[src/rtl/lpw_pkg.sv]
// Shared types for the low-power wake-up controller.
// Assumes: state and action codes are only compared, never decoded by bit.
package lpw_pkg;
    typedef enum logic [2:0] {
        LPW_RUN,
        LPW_WAIT_STACK,
        LPW_WAIT,
        LPW_STOP,
        LPW_WAKE
    } lpw_state_e;

    typedef enum logic [1:0] {
        ACT_NONE,
        ACT_RESUME,
        ACT_STACK,
        ACT_SVC
    } lpw_act_e;
endpackage

[src/rtl/lpw_mask_guard.sv]
// Counts completed instructions after a mask write and flags the window in
// which interrupt recognition must be held off.
// Assumes: step_i marks every instruction completion, mask_step_i is a
// completion that also wrote the masks (it implies step_i).
module lpw_mask_guard #(
    parameter int HOLD_INSTRS = 1
) (
    input  logic clk,
    input  logic rst_n,
    input  logic step_i,
    input  logic mask_step_i,
    output logic inhibit_o
);
    localparam int CW = $clog2(HOLD_INSTRS + 1);

    logic [CW-1:0] left_q;

    // Reload on a mask write, count down on every other completion.
    always_ff @(posedge clk) begin
        if (!rst_n) begin
            left_q <= '0;
        end else if (mask_step_i) begin
            left_q <= CW'(HOLD_INSTRS);
        end else if (step_i && (left_q != '0)) begin
            left_q <= left_q - 1'b1;
        end
    end

    // Hold-off is active while instructions remain in the window.
    always_comb inhibit_o = (left_q != '0);
endmodule

[src/rtl/lpw_wake_arb.sv]
// Decides the wake outcome from the request lines and mask bits.
// Assumes: in_stop_i and in_wait_i are never both high.
// Priority: high-priority line, then external, then internal request.
module lpw_wake_arb
    import lpw_pkg::*;
(
    input  logic     in_stop_i,
    input  logic     in_wait_i,
    input  logic     inhibit_i,
    input  logic     mask_i_i,
    input  logic     mask_x_i,
    input  logic     xirq_i,
    input  logic     irq_ext_i,
    input  logic     irq_int_i,
    output lpw_act_e act_o
);
    logic ord_req;

    // Ordinary lines are merged; both share the same mask bit.
    always_comb ord_req = irq_ext_i | irq_int_i;

    // Pick the outcome for the present sleep state.
    always_comb begin
        act_o = ACT_NONE;
        if (!inhibit_i) begin
            if (in_stop_i) begin
                if (xirq_i) begin
                    act_o = mask_x_i ? ACT_RESUME : ACT_STACK;
                end else if (ord_req && !mask_i_i) begin
                    act_o = ACT_RESUME;
                end
            end else if (in_wait_i) begin
                if (xirq_i && !mask_x_i) begin
                    act_o = ACT_SVC;
                end else if (ord_req && !mask_i_i) begin
                    act_o = ACT_SVC;
                end
            end
        end
    end
endmodule

[src/rtl/lpw_clk_gate.sv]
// Derives the oscillator, peripheral and timer clock enables.
// Assumes: peripheral-local gating during wait is done elsewhere.
module lpw_clk_gate
    import lpw_pkg::*;
(
    input  lpw_state_e state_i,
    input  logic       mask_i_i,
    input  logic       wdog_en_i,
    output logic       osc_en_o,
    output logic       per_clk_en_o,
    output logic       tmr_clk_en_o
);
    logic stopped;
    logic tmr_idle;

    // Deep sleep shuts every clock.
    always_comb stopped = (state_i == LPW_STOP);

    // Timer may idle in wait only if masked and no watchdog needs it.
    always_comb tmr_idle = (state_i == LPW_WAIT) && mask_i_i && !wdog_en_i;

    // Drive the enables.
    always_comb begin
        osc_en_o     = !stopped;
        per_clk_en_o = !stopped;
        tmr_clk_en_o = !stopped && !tmr_idle;
    end
endmodule

[src/rtl/lpw_ctrl.sv]
// Low-power wake-up controller top: state machine, idle-read address latch,
// outcome pulses and reset-sequence request.
// Assumes: stop and wait strobes are single-cycle and mutually exclusive
// (stop wins if both arrive); synchronous active-low reset.
module lpw_ctrl
    import lpw_pkg::*;
#(
    parameter int ADDR_W      = 16,
    parameter int HOLD_INSTRS = 1
) (
    input  logic              clk,
    input  logic              rst_n,
    input  logic              stop_exec_i,
    input  logic              wait_exec_i,
    input  logic              instr_done_i,
    input  logic              mask_wr_i,
    input  logic              ccr_s_i,
    input  logic              ccr_i_i,
    input  logic              ccr_x_i,
    input  logic              irq_int_i,
    input  logic              irq_ext_i,
    input  logic              xirq_i,
    input  logic              wdog_en_i,
    input  logic [ADDR_W-1:0] stack_addr_i,
    output logic              osc_en_o,
    output logic              per_clk_en_o,
    output logic              tmr_clk_en_o,
    output logic              resume_o,
    output logic              stack_start_o,
    output logic              svc_o,
    output logic              rst_seq_o,
    output logic              bus_rd_o,
    output logic [ADDR_W-1:0] bus_addr_o,
    output logic              int_inhibit_o
);
    lpw_state_e        state_q, state_d;
    lpw_act_e          act_q, arb_act;
    logic [ADDR_W-1:0] addr_q;
    logic              rst_seq_q;
    logic              run_stop, run_wait;
    logic              step, mask_step;

    // Strobes only count in the running state.
    always_comb begin
        run_stop = (state_q == LPW_RUN) && stop_exec_i;
        run_wait = (state_q == LPW_RUN) && wait_exec_i && !stop_exec_i;
    end

    // Every completed instruction, including stop and wait, advances the window.
    always_comb begin
        mask_step = instr_done_i && mask_wr_i;
        step      = instr_done_i || run_stop || run_wait;
    end

    lpw_mask_guard #(
        .HOLD_INSTRS (HOLD_INSTRS)
    ) guard_i (
        .clk         (clk),
        .rst_n       (rst_n),
        .step_i      (step),
        .mask_step_i (mask_step),
        .inhibit_o   (int_inhibit_o)
    );

    lpw_wake_arb arb_i (
        .in_stop_i (state_q == LPW_STOP),
        .in_wait_i (state_q == LPW_WAIT),
        .inhibit_i (int_inhibit_o),
        .mask_i_i  (ccr_i_i),
        .mask_x_i  (ccr_x_i),
        .xirq_i    (xirq_i),
        .irq_ext_i (irq_ext_i),
        .irq_int_i (irq_int_i),
        .act_o     (arb_act)
    );

    lpw_clk_gate gate_i (
        .state_i      (state_q),
        .mask_i_i     (ccr_i_i),
        .wdog_en_i    (wdog_en_i),
        .osc_en_o     (osc_en_o),
        .per_clk_en_o (per_clk_en_o),
        .tmr_clk_en_o (tmr_clk_en_o)
    );

    // Next-state selection.
    always_comb begin
        state_d = state_q;
        unique case (state_q)
            LPW_RUN: begin
                if (run_stop && !ccr_s_i) begin
                    state_d = LPW_STOP;
                end else if (run_wait) begin
                    state_d = LPW_WAIT_STACK;
                end
            end
            LPW_WAIT_STACK: state_d = LPW_WAIT;
            LPW_WAIT, LPW_STOP: begin
                if (arb_act != ACT_NONE) begin
                    state_d = LPW_WAKE;
                end
            end
            LPW_WAKE: state_d = LPW_RUN;
            default:  state_d = LPW_RUN;
        endcase
    end

    // State, wake outcome and reset-request registers.
    always_ff @(posedge clk) begin
        rst_seq_q <= !rst_n;
        if (!rst_n) begin
            state_q <= LPW_RUN;
            act_q   <= ACT_NONE;
        end else begin
            state_q <= state_d;
            if (state_d == LPW_WAKE) begin
                act_q <= arb_act;
            end
        end
    end

    // Capture the stacked-code address with the wait strobe.
    always_ff @(posedge clk) begin
        if (!rst_n) begin
            addr_q <= '0;
        end else if (run_wait) begin
            addr_q <= stack_addr_i;
        end
    end

    // Outcome pulses and idle bus reads.
    always_comb begin
        resume_o      = (state_q == LPW_WAKE) && (act_q == ACT_RESUME);
        svc_o         = (state_q == LPW_WAKE) && (act_q == ACT_SVC);
        stack_start_o = (state_q == LPW_WAIT_STACK) ||
                        ((state_q == LPW_WAKE) && (act_q == ACT_STACK));
        bus_rd_o      = (state_q == LPW_WAIT);
        bus_addr_o    = addr_q;
        rst_seq_o     = rst_seq_q;
    end
endmodule

[config.mk]
export PLATFORM = sky130hd
export DESIGN_NAME = lpw_ctrl
export DESIGN_NICKNAME = d
export VERILOG_FILES = /design/src/rtl/lpw_pkg.sv /design/src/rtl/lpw_mask_guard.sv /design/src/rtl/lpw_wake_arb.sv /design/src/rtl/lpw_clk_gate.sv /design/src/rtl/lpw_ctrl.sv
export SDC_FILE = /design/constraint.sdc
export NUM_CORES = 1
export LEC_CHECK = 0
export BUFFER_PORTS_ARGS = -buffer_cell sky130_fd_sc_hd__buf_2
export CAP_MARGIN = 20
export CORE_MARGIN = 4
export CORE_UTILIZATION = 33
export DETAILED_ROUTE_END_ITERATION = 10
export GPL_TIMING_DRIVEN = 0
export SYNTH_ARGS = -nofsm -noshare
export SYNTH_HDL_FRONTEND = slang
export SYNTH_SLANG_ARGS = --single-unit
[constraint.sdc]
create_clock -name clk -period 1.7 [get_ports clk]
set_input_delay 0.255 -clock clk [delete_from_list [all_inputs] [get_ports clk]]
set_output_delay 0.255 -clock clk [all_outputs]
set_load 0.02 [all_outputs]
Word-level counts from Yosys, hierarchy flattened
Cells that the tools add are included.
Word-level totals
  register bits: 23
  output and inout port bits: 25
  logic and storage cells: 58
Operators by class
  $add $sub $neg: 1
  eq/ne operators: 8
  multiplexer cells: 14
  bitwise logic cells: 1
  reduce and logical (&&, ||, !) cells: 29
Operator list (number)
  1-bit logical AND: 14
  2-bit 2-to-1 mux: 7
  3-bit 2-to-1 mux: 3
  3-bit one-hot mux with 3 select lines: 1
  1-bit zero test: 8
  3-bit by 2-bit == test with 1-bit output (second input constant): 2
  3-bit == test (second input constant): 2
  2-bit == test (second input constant): 2
  2-bit nonzero test: 2
  3-bit by 1-bit == test with 1-bit output (second input constant): 1
  3-bit zero test: 1
  1-bit logical OR: 3
  1-bit 2-to-1 mux: 3
  2-bit by 1-bit == test with 1-bit output (second input constant): 1
  2-bit OR reduction: 1
  1-bit OR: 1
  1-bit subtractor (second input constant): 1

Depth between registers and ports, before layout
Gate-level depths: netlist of the first run.
  depth after elaboration: 11
  mapped depth: 6
  mapped depth without buffers: 4

Modules after synthesis
A second synthesis of the first run with hierarchy kept.
Unflattened totals
  cell total of the unflattened synthesis: 126
  area, all modules: 1108.6 um2
By module, submodules not included
  lpw_ctrl: area an instance 974.7 um2, cells an instance 110, instances 1, sequential area each 440.4 um2
  lpw_wake_arb: area an instance 52.6 um2, cells an instance 8, instances 1, sequential area each 0.0 um2
  lpw_mask_guard: area an instance 41.3 um2, cells an instance 3, instances 1, sequential area each 20.0 um2
  lpw_clk_gate: area an instance 40.0 um2, cells an instance 5, instances 1, sequential area each 0.0 um2

Worst setup path after synthesis of the first run
Ideal clock, no wire load.
  kind: reg2out
  start point: reg state_q[2]
  end point: out resume_o
  path buffers: 0
  arrival: 1.350 ns
  stages on the path, launching flop included: 3
  data required time: 1.445 ns
  path slack: 0.095 ns
  cells stage by stage: dfxtp_1 -> nor2b_1 -> nor4bb_1
On the way
  cells in the longest elaborated chain, start to end: 2
Ends and longest elaborated chain
  start, declared: RTL line lpw_ctrl.sv:36  | lpw_state_e state_q, state_d;
  start signal, assigned: RTL line lpw_ctrl.sv:115  | state_q <= state_d;
  3-bit == test: RTL line lpw_ctrl.sv:133  | resume_o = (state_q == LPW_WAKE) && (act_q == ACT_RESUME);
  1-bit logical AND: RTL line lpw_ctrl.sv:133
  end, declared: RTL line lpw_ctrl.sv:28  | output logic resume_o,
Every way passes these cells.

Worst setup path after layout of the first run
  start point: reg state_q[0]
  end point: out stack_start_o
On the way
  cells in the longest elaborated chain, start to end: 3
  elaborated cells on any way between the ends: 4
  classes of those cells: eq/ne: 2; reduce/logical: 2
Ends and longest elaborated chain
  3-bit == test: RTL line lpw_ctrl.sv:136  | ((state_q == LPW_WAKE) && (act_q == ACT_STACK));
  1-bit logical AND: RTL line lpw_ctrl.sv:136
  1-bit logical OR *: RTL line lpw_ctrl.sv:135  | stack_start_o = (state_q == LPW_WAIT_STACK) ||
  end, declared: RTL line lpw_ctrl.sv:29  | output logic stack_start_o,
Mark *: on every way between the ends. The rest lies on a longest branch, timed or not.

==> results.json, run 1 <==
{
  "status": "complete, no violations",
  "htree_levels": 1,
  "holdPathStages": 3,
  "die_h_um": 62.5,
  "end_kind": "output pin",
  "critical_path_buf_inv_count": 2,
  "power_uw": 1120,
  "yosysUniqueCellTypes": 32,
  "cts_tree": "built",
  "clk_pin_slew_worst_paths_ns": 0.11,
  "cts_resized": 2,
  "reg2reg_slack_ns": 0.28,
  "critPathRequiredTime_ns": 1.44,
  "die_w_um": 62.5,
  "grt_pass1_vias": 906,
  "syn_area_per_cell_um2": 9.80,
  "netlist_area_um2": 980,
  "grt_pass1_wl_um": 3840,
  "finalCritPeriodShare_pct": 93.3,
  "post-route-drc-count": 0,
  "max_freq_mhz": 630,
  "finalWirelength_um": 2310,
  "critPathSlowestCell": "dfxtp_2",
  "r2r_start": "state_q[1]",
  "gp_congestion": 0.845,
  "reg2reg_to": "bus_addr_o[12]",
  "area_growth_syn_to_layout_pct": 35.1,
  "post-cts-setup-buffer-count": 0,
  "nNetsFinal": 187,
  "port-buffer-count": 53,
  "antennaDiodeCount": 0,
  "synth_top_area_share_pct": 47.0,
  "track_usage_pct": 11.9,
  "leakagePower_uw": 0.000733,
  "clock-root-buffer": "clkbuf_4",
  "final_cell_mix": "55 x buf_2, 21 x dfxtp_1, 19 x nor2_1",
  "drive_gt1_share_pct": 42.0,
  "clk_latency_ns": 0.29,
  "dieArea_um2": 3900,
  "initial_core_util_pct": 34.9,
  "fin_crit_ns": 1.59,
  "ys.warnings.count": 0,
  "dp.final_hpwl_um": 1800,
  "crit_family": "flip-flops",
  "cpMostUsedCell": "buf_2",
  "ant_nets": 0,
  "tightestPinTransition_ns": 0.374,
  "viasPerCell": 4.79,
  "via_count": 901,
  "fillers": 296,
  "final_common_cell": "buf_2",
  "reg2reg_depth": 6,
  "setup-violations-final": 0,
  "min_from": "stack_addr_i[15]",
  "relSlewSlack_pct": 74.4,
  "syn-instance-count": 100,
  "cts_hold_buf": 0,
  "gr-total-overflow": 0,
  "num_rows": 19,
  "dr.pass1.iters": 4,
  "yosys-top-cells-area": "dfxtp_1 47%, mux2i_1 16%, nor2_1 7.3%",
  "antenna_found_initial": 0,
  "numCtsBuffers": 3,
  "critPathArrivalTime_ns": 1.33,
  "io_pins": 54,
  "grt_max_degree": 13,
  "cpPeakStageDelay_ns": 0.42,
  "synth_nets": 129,
  "slew_violations": 0,
  "core_um2": 2810,
  "detail_route.iter0.violations": 23,
  "critical_path.max_fanout": 10,
  "max-cap-violations": 0,
  "whs_endpoint": "bus_addr_o[15]",
  "fin_worst_skew_ns": 0.000878,
  "path_cells": "buf_2 > nand2b_1 > a21oi_1 > buf_2",
  "crit_type": "reg2out",
  "cts_sinks": 23,
  "ys_seq_area_share_pct": 47.0,
  "ir_worst_vdd_mv": 0.486,
  "clockBufferDepth": 2,
  "finalHoldViolCount": 0,
  "synth.largest_area_cell": "dfxtp_1",
  "fin_worst_hold_slack_ns": 0.183,
  "wire_per_inst_um": 12.3,
  "ys_ff_latch": 23,
  "hold_path.class": "in2reg",
  "powerDensity_nw_per_um2": 843,
  "start_kind": "register"
}
-- cell families (layout without fill, tap and decap cells) --
| logic type | after synthesis | in the layout | synth area share, % |
|---|---|---|---|
| buffers and inverters | 7 | 64 | 3.96 |
| and+or+nand+nor | 42 | 42 | 24.1 |
| DFF | 23 | 23 | 47.0 |
| AOI/OAI and AO/OA | 12 | 12 | 8.56 |
| muxes | 16 | 16 | 16.3 |
-- synth_stat cells --
cell type / n
a2111oi_0: 1
a211oi_1: 1
a21boi_1: 1
a21oi_1: 2
and2_1: 1
and4b_1: 1
buf_2: 1
buf_4: 1
buf_6: 1
clkbuf_1: 2
dfxtp_1: 23
inv_1: 1
inv_2: 1
mux2i_1: 16
nand2_1: 3
nand2_4: 1
nand2b_1: 3
nand3_1: 1
nand3b_1: 1
nand4b_1: 1
nor2_1: 19
nor2b_1: 6
nor3_1: 2
nor3b_1: 1
nor4_4: 1
nor4bb_1: 1
o211a_1: 1
o21a_1: 1
o21ai_1: 2
o21bai_1: 1
o22ai_1: 1
o41ai_1: 1
-- worst min-delay path: stages --
cell and delay [ns]:
buf_2 0.07, mux2i_1 0.05, nor2_1 0.07
-- final cells by class --
class                   count  area, um^2  area share, %
clock buffers               4        26.3           1.98
flip-flops and latches     23         465           35.2
inverters                   2        7.51          0.567
plain buffers               5        32.5           2.46
repair buffers             53         265           20.0
well taps                  31        38.8           2.93
multi-input cells          70         488           36.9
-- state kept, by name, indices dropped and copies added, names as in the netlist --
name               count
rst_seq_o              1
act_q                  2
bus_addr_o            16
guard_i.inhibit_o      1
state_q                3
-- through the flow --
step | area (um^2) | util, % | instances | TNS (ns) | setup WS, ns
final | 1320 | 47.2 | 188 | 0 | 0.113
after global routing | 1320 | 47.2 | 188 | -0.000850 | -0.000850
after detailed placement | 1280 | 45.8 | 184 | 0 | 0.273
after floorplan | 980 | - | 100 | 0 | 0.0946
after CTS | 1310 | 46.8 | 188 | 0 | 0.0252
after global placement | 1280 | 45.8 | 184 | 0 | 0.289
-- routing by layer --
| metal | up-vias | GRT usage [%] | part of all wire, % |
|---|---|---|---|
| met2 | 50 | 18.1 | 43 |
| met3 | 0 | 5.76 | 13 |
| li1 | 461 | - | - |
| met1 | 390 | 14.5 | 44 |
| met4 | 0 | 4.13 | 0 |
| met5 | - | 0 | 0 |
-- worst max-delay path by stage --
stage                    endpoint  slack (ns)       start  cells past startpoint
floorplan                resume_o        0.09  state_q[2]                      2
global placement         resume_o        0.29  state_q[2]                      3
detailed placement       resume_o        0.27  state_q[2]                      3
CTS                      resume_o        0.03  state_q[2]                      3
global route             resume_o     -0.0009  state_q[2]                      3
finish              stack_start_o        0.11  state_q[0]                      4
-- where the power goes --
part	internal [uW]	leakage, uW	switching, uW
clock network	91.3	0.0000150	143
registers	576	0.000189	26.2
logic	124	0.000529	157
No activity file was read; power rests on OpenSTA's default activity.
==> inputs of run 2 (changes only) <==
Settings changed: BUFFER_PORTS_ARGS -buffer_cell sky130_fd_sc_hd__buf_2 to not set, DONT_BUFFER_PORTS set to 1, SLEW_MARGIN set to 25.
==> run 2 against run 1 <==
Combinational power decreased by 33%. Sequential cell count unchanged. Clock skew increased by 0.0026 ns. Clock-buffer cell count decreased by 1. Worst setup slack improved by 0.011 ns. Register-to-register slack about the same. Non-clock buffer count decreased by 53.
==> results.json, run 2 (synthesis gave the netlist of run 1 again) <==
{
  "status": "complete, no violations",
  "detail_route.iter0.violations": 50,
  "fin_crit_ns": 1.58,
  "ir_worst_vdd_mv": 0.520,
  "track_usage_pct": 10.6,
  "seq_area_um2": 463,
  "power_uw": 1080,
  "final_cell_mix": "21 x dfxtp_1, 19 x nor2_1, 16 x mux2i_1",
  "gp_congestion": 0.724,
  "num_rows": 19,
  "antenna_found_initial": 0,
  "final_common_cell": "dfxtp_1",
  "io_pins": 54,
  "finalWirelength_um": 2040,
  "cpPeakStageDelay_ns": 0.44,
  "clockBufferDepth": 2,
  "reg2reg_depth": 6,
  "dp.final_hpwl_um": 1560,
  "grt_max_degree": 15,
  "grt_pass1_vias": 737,
  "viasPerCell": 5.43,
  "end_kind": "output pin",
  "reg2reg_slack_ns": 0.27,
  "min_from": "rst_n",
  "via_count": 733,
  "critical_path.max_fanout": 7,
  "tightestPinTransition_ns": 0.393,
  "r2r_start": "state_q[1]",
  "slew_violations": 0,
  "fin_setup_tns_ns": 0,
  "critPathArrivalTime_ns": 1.32,
  "cts_sinks": 23,
  "drive_gt1_share_pct": 16.3,
  "path_cells": "nor2b_2 > nor4bb_4",
  "relSlewSlack_pct": 73.1,
  "whs_endpoint": "state_q[2]",
  "largest_reg_flops": 16,
  "initial_core_util_pct": 34.9,
  "wire_per_inst_um": 15.1,
  "gr-total-overflow": 0,
  "clk_latency_ns": 0.31,
  "fillers": 298,
  "dr.pass1.iters": 3,
  "antennaDiodeCount": 0,
  "port-buffer-count": 0,
  "powerDensity_nw_per_um2": 991,
  "holdPathStages": 1,
  "numCtsBuffers": 3,
  "nNetsFinal": 134,
  "reg2reg_to": "bus_addr_o[2]",
  "start_kind": "register",
  "design_area_um2": 1090,
  "fin_worst_skew_ns": 0.00345,
  "core_um2": 2810,
  "area_growth_syn_to_layout_pct": 11.1,
  "finalHoldViolCount": 0,
  "max-cap-violations": 0,
  "critPathSlowestCell": "dfxtp_2",
  "cts_hold_buf": 0,
  "dieArea_um2": 3900,
  "multi_input_area_um2": 514,
  "htree_levels": 1,
  "max_freq_mhz": 635,
  "post-route-drc-count": 0,
  "crit_family": "simple AND/OR/NAND/NOR gates",
  "hold_path.class": "in2reg",
  "rsz0062_at_grt": "false",
  "setup-violations-final": 0,
  "grt_pass1_wl_um": 3300,
  "clock-root-buffer": "clkbuf_4",
  "dp_slack_ns": -0.0663,
  "post_dp_cell_area_um2": 1020,
  "critical_path_buf_inv_count": 0,
  "cts_tree": "built",
  "worst_slack_ns": 0.125,
  "leakagePower_uw": 0.000502,
  "post-cts-setup-buffer-count": 0,
  "crit_type": "reg2out",
  "finalCritPeriodShare_pct": 92.7,
  "ant_nets": 0,
  "die_w_um": 62.5,
  "clk_pin_slew_worst_paths_ns": 0.12,
  "critPathRequiredTime_ns": 1.44,
  "fin_worst_hold_slack_ns": 0.0638,
  "die_h_um": 62.5
}
-- run 2: cell types whose count changed in the layout (fill, tap and decap cells not counted), sizes merged --
cell,previous run,this run
buf,57,3
clkinvlp,0,1
-- run 2: metrics by stage --
stage	utilization [%]	std cells
after floorplan	-	100
after global placement	36.3	131
after detailed placement	36.3	131
after CTS	38.3	135
after global routing	38.8	135
final	38.8	135
-- run 2: area by class of cell --
type / instances / share of cell area (%)
multi-input combinational: 70 / 47.2
tap: 31 / 3.56
buffer: 5 / 3.22
clock buffer: 3 / 2.07
sequential: 23 / 42.5
inverter: 2 / 0.690
clock inverter: 1 / 0.690
-- run 2: metal layers --
| layer | track usage (%) | up-vias | wire length (um) |
|---|---|---|---|
| li1 | - | 357 | - |
| met1 | 12.0 | 326 | 887 |
| met2 | 16.2 | 50 | 862 |
| met3 | 7.19 | 0 | 293 |
| met4 | 2.48 | 0 | 0 |
| met5 | 0 | - | 0 |
-- run 2: power breakdown --
| group | switching, uW | internal (uW) |
|---|---|---|
| logic | 103 | 85.4 |
| clock network | 161 | 89.6 |
| registers | 61.9 | 577 |
| total | 326 | 752 |
-- run 2: how the worst max path moves through the flow --
stage,startpoint,endpoint,cells after the start
4_1_cts,state_q[0],per_clk_en_o,3
3_3_place_gp,state_q[2],resume_o,2
2_1_floorplan,state_q[2],resume_o,2
3_5_place_dp,state_q[2],resume_o,2
5_1_grt,state_q[1],bus_rd_o,2
6_report,state_q[2],resume_o,2
-- run 2: what timing repair did --
item / CTS / global route
setup endpoints to repair: 4 / 3
resized for setup: 6 / 5
pin swaps: 1 / 0
